`src/rtl/irq_arb_pkg.sv`:
```
package irq_arb_pkg;

    localparam int NUM_SRC_DEF = 8;
    localparam int LVL_W       = 3;
    localparam int VEC_W       = 8;
    localparam int WIN_IDX_W   = 8;

    typedef logic [LVL_W-1:0] level_t;
    typedef logic [VEC_W-1:0] vec_t;

    localparam level_t LVL_NMI      = '1;
    localparam vec_t   NMI_VEC      = 8'h08;
    localparam vec_t   SRC_VEC_BASE = 8'h10;

    typedef struct packed {
        logic                 valid;
        logic                 is_nmi;
        logic [WIN_IDX_W-1:0] idx;
        level_t               level;
    } win_t;

    function automatic logic lvl_enabled(level_t l);
        return (l != '0) && (l != '1);
    endfunction

    function automatic vec_t src_vector(logic [WIN_IDX_W-1:0] idx);
        return SRC_VEC_BASE + vec_t'({idx, 2'b00});
    endfunction

endpackage

```
`src/rtl/irq_level_regs.sv`:
```
module irq_level_regs
    import irq_arb_pkg::*;
#(
    parameter int NSRC = NUM_SRC_DEF,
    localparam int IW  = $clog2(NSRC)
) (
    input  logic                       clk,
    input  logic                       rst,
    input  logic                       we,
    input  logic [IW-1:0]              widx,
    input  level_t                     wlevel,
    output logic [NSRC-1:0][LVL_W-1:0] levels
);

    for (genvar g = 0; g < NSRC; g++) begin : g_lvl
        always_ff @(posedge clk) begin
            if (rst) begin
                levels[g] <= '0;
            end else if (we && widx == IW'(g)) begin
                levels[g] <= wlevel;
            end
        end
    end

endmodule

```
`src/rtl/irq_pending_bank.sv`:
```
module irq_pending_bank
    import irq_arb_pkg::*;
#(
    parameter int NSRC = NUM_SRC_DEF
) (
    input  logic            clk,
    input  logic            rst,
    input  logic [NSRC-1:0] req,
    input  logic            nmi_req,
    input  logic [NSRC-1:0] en,
    input  logic [NSRC-1:0] clr_src,
    input  logic            clr_nmi,
    output logic [NSRC-1:0] pend,
    output logic            nmi_pend
);

    logic [NSRC-1:0] req_q;
    logic            nmi_q;
    logic [NSRC-1:0] rise;
    logic            nmi_rise;

    assign rise     = req & ~req_q;
    assign nmi_rise = nmi_req & ~nmi_q;

    always_ff @(posedge clk) begin
        if (rst) begin
            req_q <= '0;
            nmi_q <= 1'b0;
        end else begin
            req_q <= req;
            nmi_q <= nmi_req;
        end
    end

    for (genvar g = 0; g < NSRC; g++) begin : g_pend
        always_ff @(posedge clk) begin
            if (rst)            pend[g] <= 1'b0;
            else if (!en[g])    pend[g] <= 1'b0;
            else if (rise[g])   pend[g] <= 1'b1;
            else if (clr_src[g]) pend[g] <= 1'b0;
        end

        // an acknowledged source with no new edge is no longer pending
        a_r5_ack_clears: assert property (@(posedge clk) disable iff (rst)
            (clr_src[g] && !rise[g]) |=> !pend[g]);
        // a new edge on an enabled source survives its own acknowledge
        a_r9_edge_wins: assert property (@(posedge clk) disable iff (rst)
            (en[g] && rise[g]) |=> pend[g]);
    end

    always_ff @(posedge clk) begin
        if (rst)           nmi_pend <= 1'b0;
        else if (nmi_rise) nmi_pend <= 1'b1;
        else if (clr_nmi)  nmi_pend <= 1'b0;
    end

    // a fresh non-maskable edge is always captured
    a_r7_nmi_capture: assert property (@(posedge clk) disable iff (rst)
        nmi_rise |=> nmi_pend);

endmodule

```
`src/rtl/irq_select.sv`:
```
module irq_select
    import irq_arb_pkg::*;
#(
    parameter int NSRC = NUM_SRC_DEF
) (
    input  logic [NSRC-1:0]            pend,
    input  logic                       nmi_pend,
    input  logic [NSRC-1:0][LVL_W-1:0] levels,
    input  level_t                     mask,
    output win_t                       win
);

    logic                 found;
    level_t               best_lvl;
    logic [WIN_IDX_W-1:0] best_idx;

    always_comb begin
        found    = 1'b0;
        best_lvl = '0;
        best_idx = '0;
        // ascending scan with strict compare: lowest index keeps a tie
        for (int i = 0; i < NSRC; i++) begin
            if (pend[i] && lvl_enabled(levels[i]) && levels[i] >= mask &&
                (!found || levels[i] > best_lvl)) begin
                found    = 1'b1;
                best_lvl = levels[i];
                best_idx = WIN_IDX_W'(i);
            end
        end
        win.valid  = found || nmi_pend;
        win.is_nmi = nmi_pend;
        win.idx    = nmi_pend ? '0 : best_idx;
        win.level  = nmi_pend ? LVL_NMI : best_lvl;
    end

endmodule

```
`src/rtl/irq_arbiter.sv`:
```
module irq_arbiter
    import irq_arb_pkg::*;
#(
    parameter int NUM_SRC = NUM_SRC_DEF,
    localparam int IDX_W  = $clog2(NUM_SRC)
) (
    input  logic               clk,
    input  logic               rst,
    input  logic [NUM_SRC-1:0] src_req,
    input  logic               nmi_req,
    input  logic               cfg_we,
    input  logic [IDX_W-1:0]   cfg_idx,
    input  logic [2:0]         cpu_mask,
    input  logic [2:0]         cfg_level,
    output logic               irq_valid,
    output logic [2:0]         irq_level,
    input  logic               ack,
    output logic [7:0]         vec
);

    logic [NUM_SRC-1:0][LVL_W-1:0] levels;
    logic [NUM_SRC-1:0]            en;
    logic [NUM_SRC-1:0]            pend;
    logic [NUM_SRC-1:0]            clr_src;
    logic                          nmi_pend;
    logic                          clr_nmi;
    logic                          fire;
    win_t                          win;

    irq_level_regs #(.NSRC(NUM_SRC)) u_levels (
        .clk    (clk),
        .rst    (rst),
        .we     (cfg_we),
        .widx   (cfg_idx),
        .wlevel (cfg_level),
        .levels (levels)
    );

    for (genvar g = 0; g < NUM_SRC; g++) begin : g_en
        assign en[g]      = lvl_enabled(levels[g]);
        assign clr_src[g] = fire && !win.is_nmi && (win.idx == WIN_IDX_W'(g));
    end

    irq_pending_bank #(.NSRC(NUM_SRC)) u_pend (
        .clk      (clk),
        .rst      (rst),
        .req      (src_req),
        .nmi_req  (nmi_req),
        .en       (en),
        .clr_src  (clr_src),
        .clr_nmi  (clr_nmi),
        .pend     (pend),
        .nmi_pend (nmi_pend)
    );

    irq_select #(.NSRC(NUM_SRC)) u_sel (
        .pend     (pend),
        .nmi_pend (nmi_pend),
        .levels   (levels),
        .mask     (cpu_mask),
        .win      (win)
    );

    assign fire      = ack && win.valid;
    assign clr_nmi   = fire && win.is_nmi;
    assign irq_valid = win.valid;
    assign irq_level = win.valid ? win.level : '0;

    always_ff @(posedge clk) begin
        if (rst)       vec <= '0;
        else if (fire) vec <= win.is_nmi ? NMI_VEC : src_vector(win.idx);
    end

    // a presented request never sits below the mask
    a_r2_mask_ok: assert property (@(posedge clk) disable iff (rst)
        irq_valid |-> (irq_level >= cpu_mask));
    // a pending non-maskable request is presented at the top level
    a_r6_nmi_top: assert property (@(posedge clk) disable iff (rst)
        nmi_pend |-> (irq_valid && irq_level == LVL_NMI));
    // a winning maskable source always has an enabling level
    a_r1_winner_enabled: assert property (@(posedge clk) disable iff (rst)
        (irq_valid && !win.is_nmi) |-> lvl_enabled(levels[win.idx[IDX_W-1:0]]));
    // without an accepted acknowledge the vector holds
    a_r10_vec_hold: assert property (@(posedge clk) disable iff (rst)
        !(ack && irq_valid) |=> $stable(vec));
    // a maskable vector is 4-byte aligned and above the base
    a_r5_vec_shape: assert property (@(posedge clk) disable iff (rst)
        (fire && !win.is_nmi) |=> (vec[1:0] == 2'b00 && vec >= SRC_VEC_BASE));
    // the level output is 0 whenever nothing is requested
    a_r3_idle_level: assert property (@(posedge clk) disable iff (rst)
        !irq_valid |-> (irq_level == '0));

endmodule

```
`config.mk`:
```
export PLATFORM = sky130hd
export DESIGN_NAME = irq_arbiter
export DESIGN_NICKNAME = d
export VERILOG_FILES = /design/src/rtl/irq_arb_pkg.sv /design/src/rtl/irq_level_regs.sv /design/src/rtl/irq_pending_bank.sv /design/src/rtl/irq_select.sv /design/src/rtl/irq_arbiter.sv
export SDC_FILE = /design/constraint.sdc
export NUM_CORES = 1
export LEC_CHECK = 0
export BUFFER_PORTS_ARGS = -buffer_cell sky130_fd_sc_hd__buf_2
export CORE_ASPECT_RATIO = 1.25
export CORE_MARGIN = 2
export CORE_UTILIZATION = 45
export DETAILED_ROUTE_END_ITERATION = 7
export SYNTH_ARGS = -nofsm -noshare
export SYNTH_HDL_FRONTEND = slang
export SYNTH_SLANG_ARGS = --single-unit
export TNS_END_PERCENT = 1
```
`constraint.sdc`:
```
create_clock -name clk -period 21.9 [get_ports clk]
set_clock_uncertainty 0.1 [all_clocks]
set_input_delay 3.285 -clock clk [delete_from_list [all_inputs] [get_ports clk]]
set_output_delay 3.285 -clock clk [all_outputs]
set_load 0.05 [all_outputs]
```
==> flow_summary.toml <==
[synth]
async_flop_share_pct = 0
synth_edf_count = 0
dominantRegCellSynth = "dfxtp_1"
synthesis.area_um2 = 3490
synth_warnings = 0
synthDistinctLibCells = 59
syn_inst = 421
ys_ff_latch = 46
ys_seq_area_share_pct = 26.4
avgSynthCellArea_um2 = 8.29

[global_route]
gr-total-overflow = 0
grt_max_degree = 47
track_usage_pct = 22.3
grt_pass1_wl_mm = 14.3
antenna_found_initial = 0
grt_pass1_vias = 3022

[timing]
rsz0062_at_grt = "no"
whs_ps = 363
slew_viol_final = 0
fin_setup_tns_ps = 0
fmax_ghz = 0.0556
timing.final.crit_period_ps = 17970
slew_headroom_pct = 39.2
layout_setup_ws_ps = 3930
setup-violations-final = 0
worst_pin_slew_ps = 911
finalCritPeriodShare_pct = 82.1
hold_viol_final = 0

[floorplanning]
row_count = 35
core_area_um2 = 7440
fp.dieW_um = 82.8
die_area_um2 = 8480
io_pins = 34
die_y_um = 102
start_util_pct = 46.9

[detailed_routing]
dr_total_vias = 3102
wl_per_cell_um = 16.6
drt_iter0_drc = 118
firstDrtPassIters = 4
finalWirelength_mm = 8.94
final_antenna_net_count = 0
viasPerCell = 5.77
drc = 0

[placed_design]
placed_area_um2 = 3670
io_buffers = 29
dpl.cell_count = 530
dp_hpwl_mm = 7.03
place_congestion = 0.879
dp_slack_ps = 4040

[finish]
post-route-util_pct = 50.6
final_nets = 512
antenna_cells = 0
layout-drive-gt1-share_pct = 12.1
final_cells = 538
stdcell_area_um2 = 3770
area_growth_pct = 7.89

[setup_path]
path_class = "input port to primary output"
endpoint_kind = "primary output"
critical_path_peak_fanout = 9
worstPathArrival_ps = 14590
critical_path.max_stage_delay_ps = 500
cp.required_ps = 18510
cp_slowest_cell = "o21ai_0"
start_kind = "input port"

[clock_network]
cts_root_buffer = "clkbuf_8"
clock_latency_ps = 300
clockBufferDepth = 2
htree_levels = 2
path_clk_slew_ps = 80
cts_hold_buf = 0
cts.sinks = 46
cts_setup_buffers = 0
post_cts_resized = 0
cts_tree = "done"
cts_buffers = 5

[status]
status = "finished clean"

[power]
p_total_mw = 0.168
vdd_drop_max_v = 0.0000320
p_per_area_nw_per_um2 = 44.6
p_leak_nw = 1.62

[job]
drv_cap = 0

[worst_hold_path]
hold_path.class = "flip-flop to flip-flop"
[report_power, final]
group	leakage [nW]	switching (mW)	internal, mW	total (mW)
Clock	0.0482	0.0281	0.0255	0.0536
Sequential	0.375	0.00224	0.0860	0.0882
Combinational	1.19	0.0170	0.00931	0.0263
Total	1.62	0.0473	0.121	0.168
[path summary, 6_finish.rpt]
kind	start	endpoint	slack, ps	cells past startpoint
min reg2reg	vec[4]	vec[4]	360	2
min	vec[4]	vec[4]	360	2
max reg2reg	u_levels.levels[0]	u_pend.pend[1]	9960	54
max	cpu_mask[2]	irq_level[0]	3930	55
[cells by family (layout without fill, tap and decap cells)]
kind of cell,Yosys count,in the layout,synth area share [%]
adders and majority gates,45,45,16.1
other,1,4,0.107
and+or+nand+nor,158,158,23.7
DFF,46,46,26.4
AOI/OAI and AO/OA,105,105,20.9
muxes,26,26,7.63
buffers and inverters,40,62,5.20
[flip-flops by register name, indices dropped and copies added, names as in the netlist]
register         count
u_levels.levels     24
u_pend.nmi_pend      1
u_pend.nmi_q         1
u_pend.pend          8
u_pend.req_q         8
vec                  4
[cell usage after synthesis, drive strengths merged, types with 5 or more instances]
master   n  share of area [%]
a211oi   5                1.1
a21o     5                1.1
a21oi   27                4.2
a31oi    5               0.90
a32oi    7                1.8
and3     7                1.4
buf     10                2.0
clkbuf   5               0.54
dfxtp   46                 26
ha      45                 16
inv     25                2.7
mux2i   24                6.9
nand2   23                2.5
nand2b  11                2.0
nand3   13                1.9
nor2    41                4.4
nor2b   24                4.3
nor3    11                1.6
o21ai   23                3.4
or3      7                1.3
[critical path, delay by kind of cell]
family / cells / cell delay, ps
mux: 1 / 390
compound gates: 29 / 6040
fa+ha+maj: 8 / 2270
buf+inv: 5 / 720
simple gates: 12 / 1830
[metal layers]
metal  wire length [um]  global-route usage (%)
met1               3840                    24.8
met2               4590                    41.1
met3                188                    2.74
met4                331                    10.3
met5                  0                       0
[layout by cell type, fill, tap and decap left out, drive strengths merged, types with 11 or more instances in the layout]
cell and n:
nor2b 24, buf 29, nand2 23, inv 25, a21oi 27, o21ai 23, nor3 11, nand3 13
ha 45, mux2i 24, dfxtp 46, nor2 41, nand2b 11
[area by class of cell]
cell class	instances	area, um2
flip-flops and latches	46	921
fillers	736	3680
clock inverters	1	5.00
multi-input cells	338	2400
repair buffers	29	145
inverters	25	93.8
well taps	92	115
clock buffers	7	86.3
Power figures use the tool's default switching activity.
